## src/rtl/nor_seq_pkg.sv

```systemverilog
package nor_seq_pkg;

  typedef enum logic {
    OP_PROG  = 1'b0,
    OP_ERASE = 1'b1
  } opSel_e;

  // strobes from control to datapath
  typedef struct packed {
    logic capture;   // latch op, target and data
    logic stepClr;   // reset command step
    logic stepInc;   // advance command step
    logic rdPhase;   // bus address selects target for polling
    logic prevLoad;  // remember status bit of this read
    logic pollClr;   // clear poll read count
    logic pollInc;   // count one poll read
  } dpCtrl_t;

  localparam int unsigned STEP_W   = 3;
  localparam int unsigned WOFF_W   = 12;
  localparam logic [WOFF_W-1:0] UNLOCK_HI = 12'h555;
  localparam logic [WOFF_W-1:0] UNLOCK_LO = 12'h2AA;

  localparam logic [7:0] CMD_KEY1  = 8'hAA;
  localparam logic [7:0] CMD_KEY2  = 8'h55;
  localparam logic [7:0] CMD_PROG  = 8'hA0;
  localparam logic [7:0] CMD_SETUP = 8'h80;
  localparam logic [7:0] CMD_SECT  = 8'h30;

endpackage

```

## src/rtl/nor_cmd_rom.sv

```systemverilog
module nor_cmd_rom
  import nor_seq_pkg::*;
#(
  parameter int unsigned DATA_W = 16
) (
  input  opSel_e                     op,
  input  logic [STEP_W-1:0]          step,
  input  logic [DATA_W-1:0]          userData,
  output logic                       useTarget,
  output logic [WOFF_W-1:0]          wordOff,
  output logic [DATA_W-1:0]          cmdData,
  output logic                       lastStep
);

  localparam logic [STEP_W-1:0] PROG_LAST  = STEP_W'(3);
  localparam logic [STEP_W-1:0] ERASE_LAST = STEP_W'(5);

  logic [7:0] cmdByte;

  always_comb begin
    useTarget = 1'b0;
    wordOff   = UNLOCK_HI;
    cmdByte   = CMD_KEY1;
    cmdData   = '0;
    if (op == OP_PROG) begin
      lastStep = (step == PROG_LAST);
      case (step)
        STEP_W'(0): begin wordOff = UNLOCK_HI; cmdByte = CMD_KEY1; end
        STEP_W'(1): begin wordOff = UNLOCK_LO; cmdByte = CMD_KEY2; end
        STEP_W'(2): begin wordOff = UNLOCK_HI; cmdByte = CMD_PROG; end
        default:    begin useTarget = 1'b1;    cmdByte = 8'h00;    end
      endcase
    end else begin
      lastStep = (step == ERASE_LAST);
      case (step)
        STEP_W'(0): begin wordOff = UNLOCK_HI; cmdByte = CMD_KEY1;  end
        STEP_W'(1): begin wordOff = UNLOCK_LO; cmdByte = CMD_KEY2;  end
        STEP_W'(2): begin wordOff = UNLOCK_HI; cmdByte = CMD_SETUP; end
        STEP_W'(3): begin wordOff = UNLOCK_HI; cmdByte = CMD_KEY1;  end
        STEP_W'(4): begin wordOff = UNLOCK_LO; cmdByte = CMD_KEY2;  end
        default:    begin useTarget = 1'b1;    cmdByte = CMD_SECT;  end
      endcase
    end
    if (op == OP_PROG && useTarget) cmdData = userData;
    else                            cmdData[7:0] = cmdByte;
  end

endmodule

```

## src/rtl/nor_seq_dp.sv

```systemverilog
module nor_seq_dp
  import nor_seq_pkg::*;
#(
  parameter int unsigned ADDR_W     = 24,
  parameter int unsigned DATA_W     = 16,
  parameter int unsigned TOG_BIT    = 6,
  parameter int unsigned POLL_LIMIT = 64
) (
  input  logic              clk,
  input  logic              rstN,
  input  dpCtrl_t           ctl,
  input  logic              startOp,
  input  logic [ADDR_W-1:0] startAddr,
  input  logic [DATA_W-1:0] startData,
  input  logic [DATA_W-1:0] busRdata,
  output logic [ADDR_W-1:0] busAddr,
  output logic [DATA_W-1:0] busWdata,
  output logic              lastStep,
  output logic              togDiff,
  output logic              pollAtLimit
);

  localparam int unsigned POLL_W = $clog2(POLL_LIMIT + 1);
  localparam int unsigned CMDA_W = WOFF_W + 1;

  opSel_e             opReg;
  logic [ADDR_W-1:0]  tgtReg;
  logic [DATA_W-1:0]  usrReg;
  logic [STEP_W-1:0]  step;
  logic               prevBit;
  logic [POLL_W-1:0]  pollCnt;

  logic               useTarget;
  logic [WOFF_W-1:0]  wordOff;
  logic [DATA_W-1:0]  cmdData;
  logic [ADDR_W-1:0]  cmdAddr;

  always_ff @(posedge clk) begin
    if (!rstN) begin
      opReg   <= OP_PROG;
      tgtReg  <= '0;
      usrReg  <= '0;
      step    <= '0;
      prevBit <= 1'b0;
      pollCnt <= '0;
    end else begin
      if (ctl.capture) begin
        opReg  <= opSel_e'(startOp);
        tgtReg <= startAddr;
        usrReg <= startData;
      end
      if (ctl.stepClr)      step <= '0;
      else if (ctl.stepInc) step <= step + STEP_W'(1);
      if (ctl.prevLoad) prevBit <= busRdata[TOG_BIT];
      if (ctl.pollClr)      pollCnt <= '0;
      else if (ctl.pollInc) pollCnt <= pollCnt + POLL_W'(1);
    end
  end

  nor_cmd_rom #(.DATA_W(DATA_W)) rom_i (
    .op        (opReg),
    .step      (step),
    .userData  (usrReg),
    .useTarget (useTarget),
    .wordOff   (wordOff),
    .cmdData   (cmdData),
    .lastStep  (lastStep)
  );

  // word offset to byte offset: the flash is 16 bits wide
  always_comb begin
    cmdAddr = '0;
    cmdAddr[CMDA_W-1:0] = {wordOff, 1'b0};
  end

  assign busAddr     = (ctl.rdPhase || useTarget) ? tgtReg : cmdAddr;
  assign busWdata    = cmdData;
  assign togDiff     = busRdata[TOG_BIT] ^ prevBit;
  assign pollAtLimit = (pollCnt == POLL_W'(POLL_LIMIT - 1));

  // the read counter never runs past the cap
  a_r8_poll_bound: assert property (@(posedge clk) disable iff (!rstN)
    pollCnt < POLL_W'(POLL_LIMIT));

  // captured request is unchanged while the step engine runs
  a_r9_hold_request: assert property (@(posedge clk) disable iff (!rstN)
    (!ctl.capture && !ctl.stepClr) |=> ($stable(tgtReg) && $stable(opReg)));

endmodule

```

## src/rtl/nor_seq_ctrl.sv

```systemverilog
module nor_seq_ctrl
  import nor_seq_pkg::*;
(
  input  logic    clk,
  input  logic    rstN,
  input  logic    start,
  input  logic    busAck,
  input  logic    lastStep,
  input  logic    togDiff,
  input  logic    pollAtLimit,
  output dpCtrl_t ctl,
  output logic    busReq,
  output logic    busWe,
  output logic    busy,
  output logic    done,
  output logic    err
);

  typedef enum logic [1:0] {
    ST_IDLE  = 2'd0,
    ST_WRITE = 2'd1,
    ST_READ1 = 2'd2,
    ST_POLL  = 2'd3
  } state_e;

  state_e state, stateNxt;
  logic   doneNxt, errNxt;

  always_comb begin
    ctl      = '0;
    busReq   = 1'b0;
    busWe    = 1'b0;
    stateNxt = state;
    doneNxt  = 1'b0;
    errNxt   = 1'b0;
    case (state)
      ST_IDLE: begin
        if (start) begin
          ctl.capture = 1'b1;
          ctl.stepClr = 1'b1;
          ctl.pollClr = 1'b1;
          stateNxt    = ST_WRITE;
        end
      end
      ST_WRITE: begin
        busReq = 1'b1;
        busWe  = 1'b1;
        if (busAck) begin
          if (lastStep) stateNxt    = ST_READ1;
          else          ctl.stepInc = 1'b1;
        end
      end
      ST_READ1: begin
        busReq      = 1'b1;
        ctl.rdPhase = 1'b1;
        if (busAck) begin
          ctl.prevLoad = 1'b1;
          ctl.pollInc  = 1'b1;
          stateNxt     = ST_POLL;
        end
      end
      default: begin
        busReq      = 1'b1;
        ctl.rdPhase = 1'b1;
        if (busAck) begin
          if (!togDiff) begin
            doneNxt  = 1'b1;
            stateNxt = ST_IDLE;
          end else if (pollAtLimit) begin
            errNxt   = 1'b1;
            stateNxt = ST_IDLE;
          end else begin
            ctl.prevLoad = 1'b1;
            ctl.pollInc  = 1'b1;
          end
        end
      end
    endcase
  end

  always_ff @(posedge clk) begin
    if (!rstN) begin
      state <= ST_IDLE;
      done  <= 1'b0;
      err   <= 1'b0;
    end else begin
      state <= stateNxt;
      done  <= doneNxt;
      err   <= errNxt;
    end
  end

  assign busy = (state != ST_IDLE);

  // completion is a single-clock pulse seen while idle
  a_r7_done_pulse: assert property (@(posedge clk) disable iff (!rstN)
    done |=> !done);
  a_r7_done_idle: assert property (@(posedge clk) disable iff (!rstN)
    done |-> (!busy && !busReq));
  // an acknowledged poll read that matches ends the operation
  a_r7_match_ends: assert property (@(posedge clk) disable iff (!rstN)
    (busReq && !busWe && busAck && ctl.pollInc == 1'b0 && !togDiff && !ctl.prevLoad && state == ST_POLL) |=> done);
  // timeout and completion never coincide
  a_r8_err_excl: assert property (@(posedge clk) disable iff (!rstN)
    !(done && err));

endmodule

```

## src/rtl/nor_flash_sequencer.sv

```systemverilog
module nor_flash_sequencer
  import nor_seq_pkg::*;
#(
  parameter int unsigned ADDR_W     = 24,
  parameter int unsigned DATA_W     = 16,
  parameter int unsigned TOG_BIT    = 6,
  parameter int unsigned POLL_LIMIT = 64
) (
  input  logic              clk,
  input  logic              rstN,
  input  logic              start,
  input  logic              opSel,
  input  logic [ADDR_W-1:0] tgtAddr,
  input  logic [DATA_W-1:0] wrData,
  output logic              busy,
  output logic              done,
  output logic              err,
  output logic              busReq,
  output logic              busWe,
  output logic [ADDR_W-1:0] busAddr,
  output logic [DATA_W-1:0] busWdata,
  input  logic              busAck,
  input  logic [DATA_W-1:0] busRdata
);

  dpCtrl_t ctl;
  logic    lastStep, togDiff, pollAtLimit;

  nor_seq_ctrl ctrl_i (
    .clk         (clk),
    .rstN        (rstN),
    .start       (start),
    .busAck      (busAck),
    .lastStep    (lastStep),
    .togDiff     (togDiff),
    .pollAtLimit (pollAtLimit),
    .ctl         (ctl),
    .busReq      (busReq),
    .busWe       (busWe),
    .busy        (busy),
    .done        (done),
    .err         (err)
  );

  nor_seq_dp #(
    .ADDR_W     (ADDR_W),
    .DATA_W     (DATA_W),
    .TOG_BIT    (TOG_BIT),
    .POLL_LIMIT (POLL_LIMIT)
  ) dp_i (
    .clk         (clk),
    .rstN        (rstN),
    .ctl         (ctl),
    .startOp     (opSel),
    .startAddr   (tgtAddr),
    .startData   (wrData),
    .busRdata    (busRdata),
    .busAddr     (busAddr),
    .busWdata    (busWdata),
    .lastStep    (lastStep),
    .togDiff     (togDiff),
    .pollAtLimit (pollAtLimit)
  );

  // a pending transfer holds still until accepted
  a_r5_req_hold: assert property (@(posedge clk) disable iff (!rstN)
    (busReq && !busAck) |=> (busReq && $stable(busWe) && $stable(busAddr) && $stable(busWdata)));

endmodule

```

## config.mk

```make
export PLATFORM = sky130hd
export DESIGN_NAME = nor_flash_sequencer
export DESIGN_NICKNAME = d
export VERILOG_FILES = /design/src/rtl/nor_seq_pkg.sv /design/src/rtl/nor_cmd_rom.sv /design/src/rtl/nor_seq_dp.sv /design/src/rtl/nor_seq_ctrl.sv /design/src/rtl/nor_flash_sequencer.sv
export SDC_FILE = /design/constraint.sdc
export NUM_CORES = 1
export LEC_CHECK = 0
export ABC_AREA = 0
export BUFFER_PORTS_ARGS = -buffer_cell sky130_fd_sc_hd__buf_2
export CELL_PAD_IN_SITES_DETAIL_PLACEMENT = 1
export CELL_PAD_IN_SITES_GLOBAL_PLACEMENT = 1
export CORE_AREA = 4 4 118 75
export DETAILED_ROUTE_END_ITERATION = 8
export DIE_AREA = 0 0 122 79
export PLACE_DENSITY_LB_ADDON = 0.2
export SYNTH_ARGS = -nofsm -noshare
export SYNTH_HDL_FRONTEND = slang
export SYNTH_SLANG_ARGS = --single-unit
```

## constraint.sdc

```tcl
create_clock -name clk -period 5.4 [get_ports clk]
set_input_delay 0.54 -clock clk [delete_from_list [all_inputs] [get_ports clk]]
set_output_delay 0.54 -clock clk [all_outputs]
set_load 0.03 [all_outputs]
```

# Word-level counts from Yosys, hierarchy flattened
# Index checks and enable logic that the tools add are counted.
dict set report word_totals {
  regBits 56
  out_inout_bits 45
  wordCells 83
}
dict set report classes {
  add_sub_neg 2
  n_eq_ne 13
  mux 38
  bitwise 5
  n_reduce_logical 16
}
# operator count
set op_table {}
lappend op_table {{8-bit one-hot mux with 3 select lines} 2}
lappend op_table {{24-bit 2-to-1 mux} 1}
lappend op_table {{8-bit 2-to-1 mux} 3}
lappend op_table {{11-bit 2-to-1 mux} 2}
lappend op_table {{2-bit 2-to-1 mux} 9}
lappend op_table {{1-bit 2-to-1 mux} 17}
lappend op_table {{12-bit 2-to-1 mux} 1}
lappend op_table {{2-bit OR reduction} 5}
lappend op_table {{5-bit OR reduction} 2}
lappend op_table {{7-bit by 1-bit adder with 7-bit output, second input constant} 1}
lappend op_table {{7-bit by 6-bit equality test with 1-bit output, second input constant} 1}
lappend op_table {{3-bit by 2-bit equality test with 1-bit output, second input constant} 2}
lappend op_table {{3-bit equality test, second input constant} 2}
lappend op_table {{2-bit != test, second input constant} 3}
lappend op_table {{2-bit one-hot mux with 3 select lines} 1}
lappend op_table {{6-bit AND reduction} 1}
lappend op_table {{6-bit OR reduction} 1}
lappend op_table {{5-bit != test, second input constant} 1}
lappend op_table {{1-bit NOT} 4}
lappend op_table {{2-bit one-hot mux with 2 select lines} 1}
lappend op_table {{2-bit nonzero test} 2}
lappend op_table {{3-bit by 1-bit adder with 3-bit output, second input constant} 1}
lappend op_table {{3-bit by 1-bit equality test with 1-bit output, second input constant} 1}
lappend op_table {{3-bit logical NOT} 1}
lappend op_table {{9 further kinds} 9}

# Longest topological paths before layout
# Gate-level depths: netlist of run 1.
dict set report logic_depth {
  word_depth 7
  depth_mapped 7
  ltp_nobuf 6
}

# Hierarchy
# From an unflattened synthesis of run 1, not the netlist that was laid out.
dict set report unflattened {
  cells_unflattened 316
  hier_area_um2 3051.7
}
# module n_inst cells_each area_each_um2
set modules_own_cells {}
lappend modules_own_cells {nor_seq_dp 1 208 2235.9}
lappend modules_own_cells {nor_cmd_rom 1 71 457.9}
lappend modules_own_cells {nor_seq_ctrl 1 37 357.8}

# Worst setup path after synthesis of run 1
# No wires, ideal clock.
dict set report synth_path {
  path_kind {flip-flop to output port}
  startpoint {reg dp_i.step[0]}
  endpoint {out busWdata[10]}
  t_arrival_ns 1.809
  t_required_ns 4.860
  slack_ns 3.051
  stages_incl_launch_ff 8
  path_cell_list {dfxtp_1 -> inv_1 -> ha_1 -> nor3_1 -> nor2_1 -> nor2_1 -> clkbuf_1 -> and2_1}
}
dict set report synth_via {
  elab_chain_len 6
  word_cells_on_any_way 12
}
# item line
set synth_rtl {}
lappend synth_rtl {{from (decl)} nor_seq_dp.sv:29} ;# logic [STEP_W-1:0] step;
lappend synth_rtl {{from (signal assigned)} nor_seq_dp.sv:53} ;# else if (ctl.stepInc) step <= step + STEP_W'(1);
lappend synth_rtl {{3-bit by 2-bit equality test with 1-bit output, or another cell as far along} nor_cmd_rom.sv:35} ;# case (step)
lappend synth_rtl {{5-bit OR reduction (no source line) / 3-bit OR reduction (equally long branches)} --}
lappend synth_rtl {{1-bit 2-to-1 mux (on tied branches)} {nor_cmd_rom.sv:35, nor_cmd_rom.sv:27}}
lappend synth_rtl {{1-bit 2-to-1 mux (*)} nor_cmd_rom.sv:25} ;# if (op == OP_PROG) begin
lappend synth_rtl {{1-bit logical AND (*)} nor_cmd_rom.sv:44} ;# if (op == OP_PROG && useTarget) cmdData = userData;
lappend synth_rtl {{8-bit 2-to-1 mux (*)} nor_cmd_rom.sv:44}
lappend synth_rtl {{to (decl)} nor_flash_sequencer.sv:21} ;# output logic [DATA_W-1:0] busWdata,
# Mark *: on every way between the ends. The rest lies on a longest branch, timed or not.

# Worst setup path after layout of run 1
dict set report layout_path {
  startpoint {reg dp_i.step[0]}
  endpoint {out busWdata[0]}
}
dict set report layout_via {
  elab_chain_len 6
  word_cells_on_any_way 17
}
# item line
set layout_rtl {}
lappend layout_rtl {{3-bit by 2-bit equality test with 1-bit output, or another cell as far along} nor_cmd_rom.sv:35}
lappend layout_rtl {{5-bit OR reduction (no source line) / 3-bit OR reduction (equally long branches)} --}
lappend layout_rtl {{1-bit 2-to-1 mux (on tied branches)} {nor_cmd_rom.sv:35, nor_cmd_rom.sv:27}}
lappend layout_rtl {{1-bit 2-to-1 mux} nor_cmd_rom.sv:25}
lappend layout_rtl {{1-bit logical AND} nor_cmd_rom.sv:44}
lappend layout_rtl {{8-bit 2-to-1 mux (*)} nor_cmd_rom.sv:44}
# Marked as above.

==> impl_metrics.tcl, run 1 <==
set metrics [dict create \
    criticalPathCategory "reg -> out" \
    p_seq_frac 0.329 \
    netSwitchingFraction 0.4213 \
    slew_violations 0 \
    synth_top_family_by_area "simple AND/OR/NAND/NOR gates" \
    worstPathCellList "inv_1 > ha_1 > nor3_1 > nor2_1 > nor2_1 > a21o_1 > buf_2" \
    antenna_found_initial 0 \
    synth-xor-area-share 0.008937 \
    ys_types 52 \
    ctsRootBufferMaster "clkbuf_16" \
    cellPowerDensity_nw_per_um2 442.0 \
    core_area_sq_um 7726 \
    ant_nets 0 \
    dieArea_sq_um 9638 \
    fin_cells 539 \
    comb_power_share 0.431 \
    setup_viol 0 \
    hold_buffers 0 \
    routed-via-count 2672 \
    ios 106 \
    ys_async_sr_fraction 0 \
    grt_use_total 0.1726 \
    yosys.area_share.adder 0.04468 \
    muxShareOfSynthArea 0.02547 \
    synthCells 352 \
    grt_max_degree 47 \
    fin_crit_ns 3.112 \
    fp.dieW_um 122 \
    seq_area_frac_synth 0.4004 \
    synth-compound-area-share 0.2136 \
    hold_class "reg -> reg" \
    syn_area_sq_um 2800 \
    cts_resized 0 \
    fin_tns_setup_ns 0 \
    clkTransAtPathRegs_ns 0.07 \
    final_hold_viol_count 0 \
    first_global_vias 2707 \
    rr_worst_depth 7 \
    die_h_um 79 \
    postPlaceCellArea_sq_um 3307 \
    gp_congestion 0.8288 \
    cts_inserted_buffers 5 \
    dp_cells 531 \
    drt_iter0_markers 167 \
    grt_overflow_total 0 \
    rsz0062_at_grt "no" \
    post-route-period-util 0.5762 \
    num_rows 25 \
    layout-drive-gt1-share 0.2691 \
    final_core_util 0.4497 \
    drc 0 \
    worst_pin_slew_ns 0.8311 \
    p_int_mw 0.8888 \
    initial_utilization 0.3624 \
    timing.critical_path.required_ns 4.86 \
    avgRoutedWirePerCell_um 14.88 \
    diodes 0 \
    p_switching_mw 0.6471 \
    htreeDepth 2 \
    ys_ff_latch 56 \
    fill_cells 1015 \
    vias_per_cell 4.957 \
    fmax_mhz 321.4 \
    cp-start-kind "register" \
    slowest_delay_ns 0.64 \
    cap_violations 0 \
    crit_path_frequent_cell "nor2_1" \
    slew_headroom 0.4439 \
    grt_pass1_wl_um 13300 \
    final_area_sq_um 3475 \
    synth_edf_count 0 \
    area_growth_pct 24.08 \
    avgSynthCellArea_sq_um 7.955 \
    cts_tree "done" \
    post_cts_buffers 0 \
    cts_sinks 56 \
    yosysWarningCount 0 \
    clockPowerShare 0.241 \
    clock_path_buffers 2 \
    syn-num-nets 423 \
    final_nets 501 \
    ir_drop_uv 189.0 \
    port-buffer-count 90 \
    status "complete, no violations" \
    cp_max_fo 14 \
    wl_um 8019 \
    dr.pass1.iters 4 \
    min_path_cells 2 \
    synth_ff_type "dfxtp_1" \
    endpoint_kind "primary output" \
    synth-simple-area-share 0.2614 \
    fin_skew_ns 0.008950 \
    p_leak_nw 1.530 \
    dp_hpwl_um 5951 \
    crit_arrival_ns 2.57 \
    crit_path_top_delay_cell "nor2_1" \
    clk_latency_ns 0.30 \
]
metal layers:
metal	routed length [um]	GRT usage
met1	4023	0.2433
met2	3465	0.2665
met3	464	0.04199
met4	66	0.04027
met5	0	0
Yosys cell counts (all sizes together) (2+ instances only):
master	count	area share
a21boi	2	0.0067
or3	4	0.0098
ha	10	0.045
o311ai	2	0.013
nor3b	2	0.0054
nand4	3	0.0067
nand3	10	0.024
and2	23	0.051
o21a	6	0.016
a21oi	47	0.084
o211ai	4	0.013
nand2	95	0.13
inv	9	0.012
mux2i	6	0.021
nor3	3	0.0054
dfxtp	56	0.40
buf	10	0.018
clkbuf	11	0.015
a2111o	2	0.0080
nor2	12	0.016
o21ai	5	0.012
a21o	12	0.032
worst paths after layout:
path / to / slack, ns / from
hold / removal: dp_i.tgtReg[23] / 0.45 / dp_i.tgtReg[23]
hold reg to reg: dp_i.tgtReg[23] / 0.45 / dp_i.tgtReg[23]
setup reg to reg: dp_i.pollCnt[3] / 3.32 / ctrl_i.state[0]
setup / recovery: busWdata[0] / 2.29 / dp_i.step[0]
registers in the layout (all words and copies together), names as in the netlist:
signal        count
dp_i.opReg        1
ctrl_i.done       1
dp_i.step         3
ctrl_i.state      2
dp_i.pollCnt      7
ctrl_i.err        1
dp_i.prevBit      1
dp_i.tgtReg      24
dp_i.usrReg      16
cells in the final DEF (no fill, tap or decap), drive strengths merged, types with 2 or more instances in the layout:
| master | instances |
|---|---|
| mux2i | 6 |
| a21o | 12 |
| nand2 | 95 |
| o311ai | 2 |
| nand4 | 3 |
| buf | 92 |
| ha | 10 |
| and2 | 23 |
| clkbuf | 5 |
| a21boi | 2 |
| a21oi | 47 |
| o21ai | 5 |
| dfxtp | 56 |
| o211ai | 4 |
| nor3 | 3 |
| nand3 | 10 |
| nor2 | 12 |
| nor3b | 2 |
| a2111o | 2 |
| or3 | 4 |
| inv | 9 |
| o21a | 6 |
power by group through the flow:
| stage | Clock [mW] | Sequential (mW) | Combinational, mW |
|---|---|---|---|
| global placement | 0 | 0.510 | 0.657 |
| global route | 0.400 | 0.514 | 0.726 |
| finish | 0.369 | 0.505 | 0.662 |
| detailed placement | 0 | 0.514 | 0.665 |
| floorplan | 0 | 0.504 | 0.493 |
| CTS | 0.380 | 0.505 | 0.668 |
cell families after synthesis:
kind of cell,count (synthesis)
simple gates,158
compound gates,89
flops,56
buf+inv,30
fa+ha+maj,10
mux,7
xor+xnor,2
critical path, delay by kind of cell (launching register included):
kind	cells	cell delay (ns)
AND/OR/NAND/NOR	3	1.00
adder cells (fa/ha/maj)	1	0.26
AO/OA/AOI/OAI	1	0.24
flip-flops	1	0.44
buffers and inverters	2	0.32
layout make-up:
| type | count | area, sq um | area share |
|---|---|---|---|
| Timing Repair Buffer | 92 | 465.4 | 0.1340 |
| Multi-Input combinational cell | 266 | 1551 | 0.4465 |
| Sequential cell | 56 | 1121 | 0.3227 |
| Clock buffer | 5 | 125.1 | 0.03601 |
| Inverter | 9 | 33.78 | 0.009723 |
| Tap cell | 108 | 135.1 | 0.03889 |
| Clock inverter | 3 | 42.54 | 0.01224 |
metrics by stage:
step                hold WS (ns)  total power, mW  worst slack (ns)
finish                    0.4512            1.536             2.288
detailed placement        0.4444            1.180             2.550
CTS                       0.4546            1.553             2.211
global placement          0.4371            1.167             2.613
floorplan                 0.4317           0.9970             3.051
global route              0.4791            1.640             1.903
(Power assumes the default switching activity.)
==> inputs of run 2 (changes only) <==
--- a/config.mk
+++ b/config.mk
@@ -9,9 +9,9 @@
 export BUFFER_PORTS_ARGS = -buffer_cell sky130_fd_sc_hd__buf_2
 export CELL_PAD_IN_SITES_DETAIL_PLACEMENT = 1
 export CELL_PAD_IN_SITES_GLOBAL_PLACEMENT = 1
-export CORE_AREA = 4 4 118 75
+export CORE_AREA = 4 4 121 77
 export DETAILED_ROUTE_END_ITERATION = 8
-export DIE_AREA = 0 0 122 79
+export DIE_AREA = 0 0 125 81
 export PLACE_DENSITY_LB_ADDON = 0.2
 export SYNTH_ARGS = -nofsm -noshare
 export SYNTH_HDL_FRONTEND = slang
==> constraint.sdc (replaced) <==
create_clock -name clk -period 3.2 [get_ports clk]
set_input_delay 0.32 -clock clk [delete_from_list [all_inputs] [get_ports clk]]
set_output_delay 0.32 -clock clk [all_outputs]
set_load 0.03 [all_outputs]
==> run 2 against run 1 <==
Compared with the run above: routed wire length is 1.5% lower; sequential power is 68% higher; clock skew is 0.0036 ns lower; global-route usage is 1.1 points lower; hold slack worse by 0.20 ns; non-clock buffer count stayed put; combinational power is 68% higher; power is 65% higher; utilization is 3.0 points lower; cell count is 0.74% higher; critical path depth stayed put; setup slack worse by 1.8 ns; highest routed layer unchanged.
==> impl_metrics.tcl, run 2 (same netlist as run 1, synthesis figures left out) <==
set metrics [dict create \
    cts_sinks 56 \
    top_register "dp_i.tgtReg" \
    endpoint_kind "primary output" \
    ir_drop_uv 218.4 \
    drc 0 \
    fp.dieW_um 125 \
    final_cell_mix "95 x nand2_1, 90 x buf_2, 56 x dfxtp_1, 47 x a21oi_1, 22 x and2_1" \
    num_rows 26 \
    slew_violations 0 \
    hold_class "in -> reg" \
    fin_skew_ns 0.005386 \
    clock_path_buffers 2 \
    first_global_vias 2614 \
    fmax_mhz 364.9 \
    ios 106 \
    multi_input_area_sq_um 1553 \
    gp_congestion 0.7924 \
    rsz0062_at_grt "no" \
    core_area_sq_um 8263 \
    dp_hpwl_um 5727 \
    setup_viol 0 \
    ctsRootBufferMaster "clkbuf_16" \
    htreeDepth 2 \
    area_growth_pct 23.77 \
    fin_crit_ns 2.740 \
    drt_iter0_markers 125 \
    cap_violations 0 \
    wl_um 7901 \
    fin_tns_setup_ns 0 \
    vias_per_cell 4.724 \
    final_hold_viol_count 0 \
    clk_latency_ns 0.30 \
    clkTransAtPathRegs_ns 0.07 \
    cellPowerDensity_nw_per_um2 729.3 \
    antenna_found_initial 0 \
    diodes 0 \
    dieArea_sq_um 10130 \
    post_cts_buffers 0 \
    layout-drive-gt1-share 0.2715 \
    port-buffer-count 90 \
    slew_headroom 0.3982 \
    grt_use_total 0.1611 \
    final_nets 501 \
    grt_pass1_wl_um 13280 \
    worst_pin_slew_ns 0.9027 \
    final_common_cell "nand2_1" \
    fill_cells 1038 \
    die_h_um 81 \
    timing.hold.ws_ns 0.2555 \
    seq_area_sq_um 1121 \
    cts_tree "done" \
    timing.critical_path.required_ns 2.88 \
    dr.pass1.iters 4 \
    avgRoutedWirePerCell_um 14.55 \
    ant_nets 0 \
    initial_utilization 0.3389 \
    cp_max_fo 6 \
    cp-start-kind "register" \
    status "complete, no violations" \
    p_leak_nw 1.528 \
    post-route-period-util 0.8563 \
    criticalPathCategory "reg -> out" \
    largest_reg_flops 24 \
    grt_overflow_total 0 \
    crit_arrival_ns 2.42 \
    grt_max_degree 47 \
    hold_buffers 0 \
    cts_resized 0 \
    cts_inserted_buffers 5 \
    reg.largest.list "dp_i.tgtReg (24), dp_i.usrReg (16), dp_i.pollCnt (7)" \
    routed-via-count 2565 \
    finalPower_mw 2.528 \
]
## run 2: cell types whose count changed in the layout (fill, tap and decap cells not counted), sizes merged
cell      change
clkbuf        +1
inv           +1
clkinvlp      -1
bufinv        -1
## run 2: power breakdown
part	total, mW	switching, mW	internal (mW)
registers	0.849	0.0547	0.795
logic	1.11	0.772	0.337
clock network	0.570	0.256	0.314
## run 2: final timing paths
check,startpoint,end,slack [ns],depth (start not counted)
hold / removal,tgtAddr[22],dp_i.tgtReg[22],0.26,3
setup reg to reg,ctrl_i.state[1],dp_i.pollCnt[2],1.16,6
hold reg to reg,dp_i.tgtReg[20],dp_i.tgtReg[20],0.45,2
setup / recovery,dp_i.step[0],busAddr[1],0.46,7
## run 2: area by class of cell
cell class | count | share of cell area
clock buffers | 6 | 0.04007
clock inverters | 2 | 0.003971
repair buffers | 92 | 0.1343
well taps | 112 | 0.04043
multi-input cells | 266 | 0.4480
inverters | 9 | 0.009747
flip-flops and latches | 56 | 0.3235
## run 2: layer usage
layer | vias to the layer above | share of wire | global-route usage
met5 | - | 0 | 0
met4 | 0 | 0.0070 | 0.03247
met3 | 7 | 0.057 | 0.04468
met2 | 61 | 0.40 | 0.2358
met1 | 1152 | 0.53 | 0.2364
li1 | 1345 | - | -
## run 2: metrics by stage
stage / util / cells / setup slack, ns / area (sq um)
floorplan: - / 352 / 1.071 / 2800
global placement: 0.4010 / 535 / 0.8345 / 3313
detailed placement: 0.4010 / 535 / 0.7976 / 3313
CTS: 0.4194 / 543 / 0.4672 / 3466
global route: 0.4194 / 543 / 0.2691 / 3466
finish: 0.4194 / 543 / 0.4598 / 3466
## run 2: critical path, stage by stage (launching register included)
cell and delay [ns]:
dfxtp_1 0.43, inv_1 0.12, ha_1 0.26, nand3_1 0.11, a21boi_0 0.45, and4_1 0.43
a21o_1 0.13, buf_2 0.19
==> inputs of run 3 (changes only) <==
--- a/config.mk
+++ b/config.mk
@@ -6,7 +6,7 @@
 export NUM_CORES = 1
 export LEC_CHECK = 0
 export ABC_AREA = 0
-export BUFFER_PORTS_ARGS = -buffer_cell sky130_fd_sc_hd__buf_2
+export BUFFER_PORTS_ARGS = -buffer_cell sky130_fd_sc_hd__buf_4
 export CELL_PAD_IN_SITES_DETAIL_PLACEMENT = 1
 export CELL_PAD_IN_SITES_GLOBAL_PLACEMENT = 1
 export CORE_AREA = 4 4 121 77
==> run 3 against run 2 <==
Compared with the run above: sequential share of layout area shrank 2.0 points; count of clock-buffer cells in the layout shrank 1; critical path type unchanged; combinational power grew 9%; critical path depth is the same; largest cell class unchanged; setup slack lost 0.038 ns; utilization grew 2.8 points; global-route usage grew 0.89 points; first-iteration DRC count shrank 23%; hold slack gained 0.015 ns; die area is the same.
==> impl_metrics.tcl, run 3 (same netlist as run 1, synthesis figures left out) <==
set metrics [dict create \
    final_nets 501 \
    endpoint_kind "primary output" \
    fin_tns_setup_ns 0 \
    rsz0062_at_grt "no" \
    num_rows 26 \
    cts_inserted_buffers 5 \
    timing.hold.ws_ns 0.2704 \
    ir_drop_uv 275.1 \
    p_leak_nw 1.581 \
    crit_path_top_delay_cell "a21boi_0" \
    criticalPathCategory "reg -> out" \
    clk_latency_ns 0.29 \
    dieArea_sq_um 10130 \
    fin_crit_ns 2.778 \
    cp_num_buf_inv 2 \
    cts_sinks 56 \
    final_hold_viol_count 0 \
    seq_area_sq_um 1121 \
    fill_cells 984 \
    dr.pass1.iters 4 \
    multi_input_area_sq_um 1553 \
    pre_cts_slack_ns 0.8091 \
    timing.critical_path.required_ns 2.88 \
    top_register "dp_i.tgtReg" \
    ant_nets 0 \
    cts_tree "done" \
    slew_headroom 0.4142 \
    initial_utilization 0.3389 \
    status "complete, no violations" \
    critical-path-top-delay-family "compound AO/OA/AOI/OAI gates" \
    cap_violations 0 \
    grt_use_total 0.1700 \
    final_cell_mix "95 x nand2_1, 92 x buf_4, 56 x dfxtp_1, 47 x a21oi_1, 22 x and2_1" \
    worstPathCellList "inv_1 > ha_1 > nand3_1 > a21boi_0 > and4_1 > a21o_1 > buf_4" \
    routed-via-count 2635 \
    post_cts_buffers 0 \
    first_global_vias 2744 \
    hold_class "in -> reg" \
    fmax_mhz 360.0 \
    clkTransAtPathRegs_ns 0.07 \
    cp_max_fo 6 \
    largest_reg_flops 24 \
    htreeDepth 2 \
    worst_slack_ns 0.4221 \
    grt_pass1_wl_um 13950 \
    slowest_delay_ns 0.49 \
    layout-drive-gt1-share 0.2681 \
    avgRoutedWirePerCell_um 15.28 \
    post-route-period-util 0.8681 \
    antenna_found_initial 0 \
    wl_um 8265 \
    reg.largest.list "dp_i.tgtReg (24), dp_i.usrReg (16), dp_i.pollCnt (7)" \
    clock_path_buffers 2 \
    setup_viol 0 \
    final_common_cell "nand2_1" \
    cp-start-kind "register" \
    area_growth_pct 31.90 \
    fin_skew_ns 0.004655 \
    diodes 0 \
    core_area_sq_um 8263 \
    fp.dieW_um 125 \
    ctsRootBufferMaster "clkbuf_16" \
    hold_buffers 0 \
    slew_violations 0 \
    grt_max_degree 47 \
    gp_congestion 0.8338 \
    die_h_um 81 \
    grt_overflow_total 0 \
    dp_hpwl_um 6000 \
    ios 106 \
    vias_per_cell 4.871 \
    cts_resized 0 \
    drt_iter0_markers 96 \
    crit_arrival_ns 2.46 \
    port-buffer-count 90 \
    worst_pin_slew_ns 0.8788 \
    drc 0 \
    cellPowerDensity_nw_per_um2 722.0 \
]
## run 3: final cells by class
type | instances | area share
sequential | 56 | 0.3035
clock inverter | 1 | 0.008130
tap | 112 | 0.03794
timing repair buffer | 92 | 0.1870
inverter | 9 | 0.009146
multi-input combinational | 266 | 0.4204
clock buffer | 5 | 0.03388
## run 3: worst reg2reg max path: stages (launching register included)
cell and delay (ns):
dfxtp_1 0.34, inv_1 0.10, ha_1 0.26, and2_2 0.75, nor2_1 0.28, nand2_1 0.16, o21ai_2 0.06
## run 3: final timing paths
kind,from,endpoint,slack [ns],cells past startpoint
worst max-delay path,dp_i.step[0],busAddr[1],0.42,7
worst min-delay path,tgtAddr[19],dp_i.tgtReg[19],0.27,3
worst max register to register,ctrl_i.state[0],dp_i.pollCnt[3],1.13,6
worst min register to register,dp_i.tgtReg[19],dp_i.tgtReg[19],0.45,2
## run 3: power breakdown
part | switching [mW] | internal, mW | total, mW
logic | 0.782 | 0.429 | 1.21
registers | 0.0579 | 0.795 | 0.853
clock network | 0.242 | 0.361 | 0.604
## run 3: stage by stage
step | power [mW] | instance area (sq um) | instances | utilization
floorplan | 1.682 | 2800 | 352 | -
global placement | 2.071 | 3538 | 535 | 0.4282
detailed placement | 2.095 | 3538 | 535 | 0.4282
CTS | 2.704 | 3694 | 541 | 0.4470
global route | 2.845 | 3694 | 541 | 0.4470
finish | 2.667 | 3694 | 541 | 0.4470
## run 3: per-layer routing
metal / global-route usage / wire length [um]
met2: 0.2572 / 3450
met5: 0 / 0
met1: 0.2410 / 4355
met4: 0.04113 / 67
met3: 0.04665 / 392
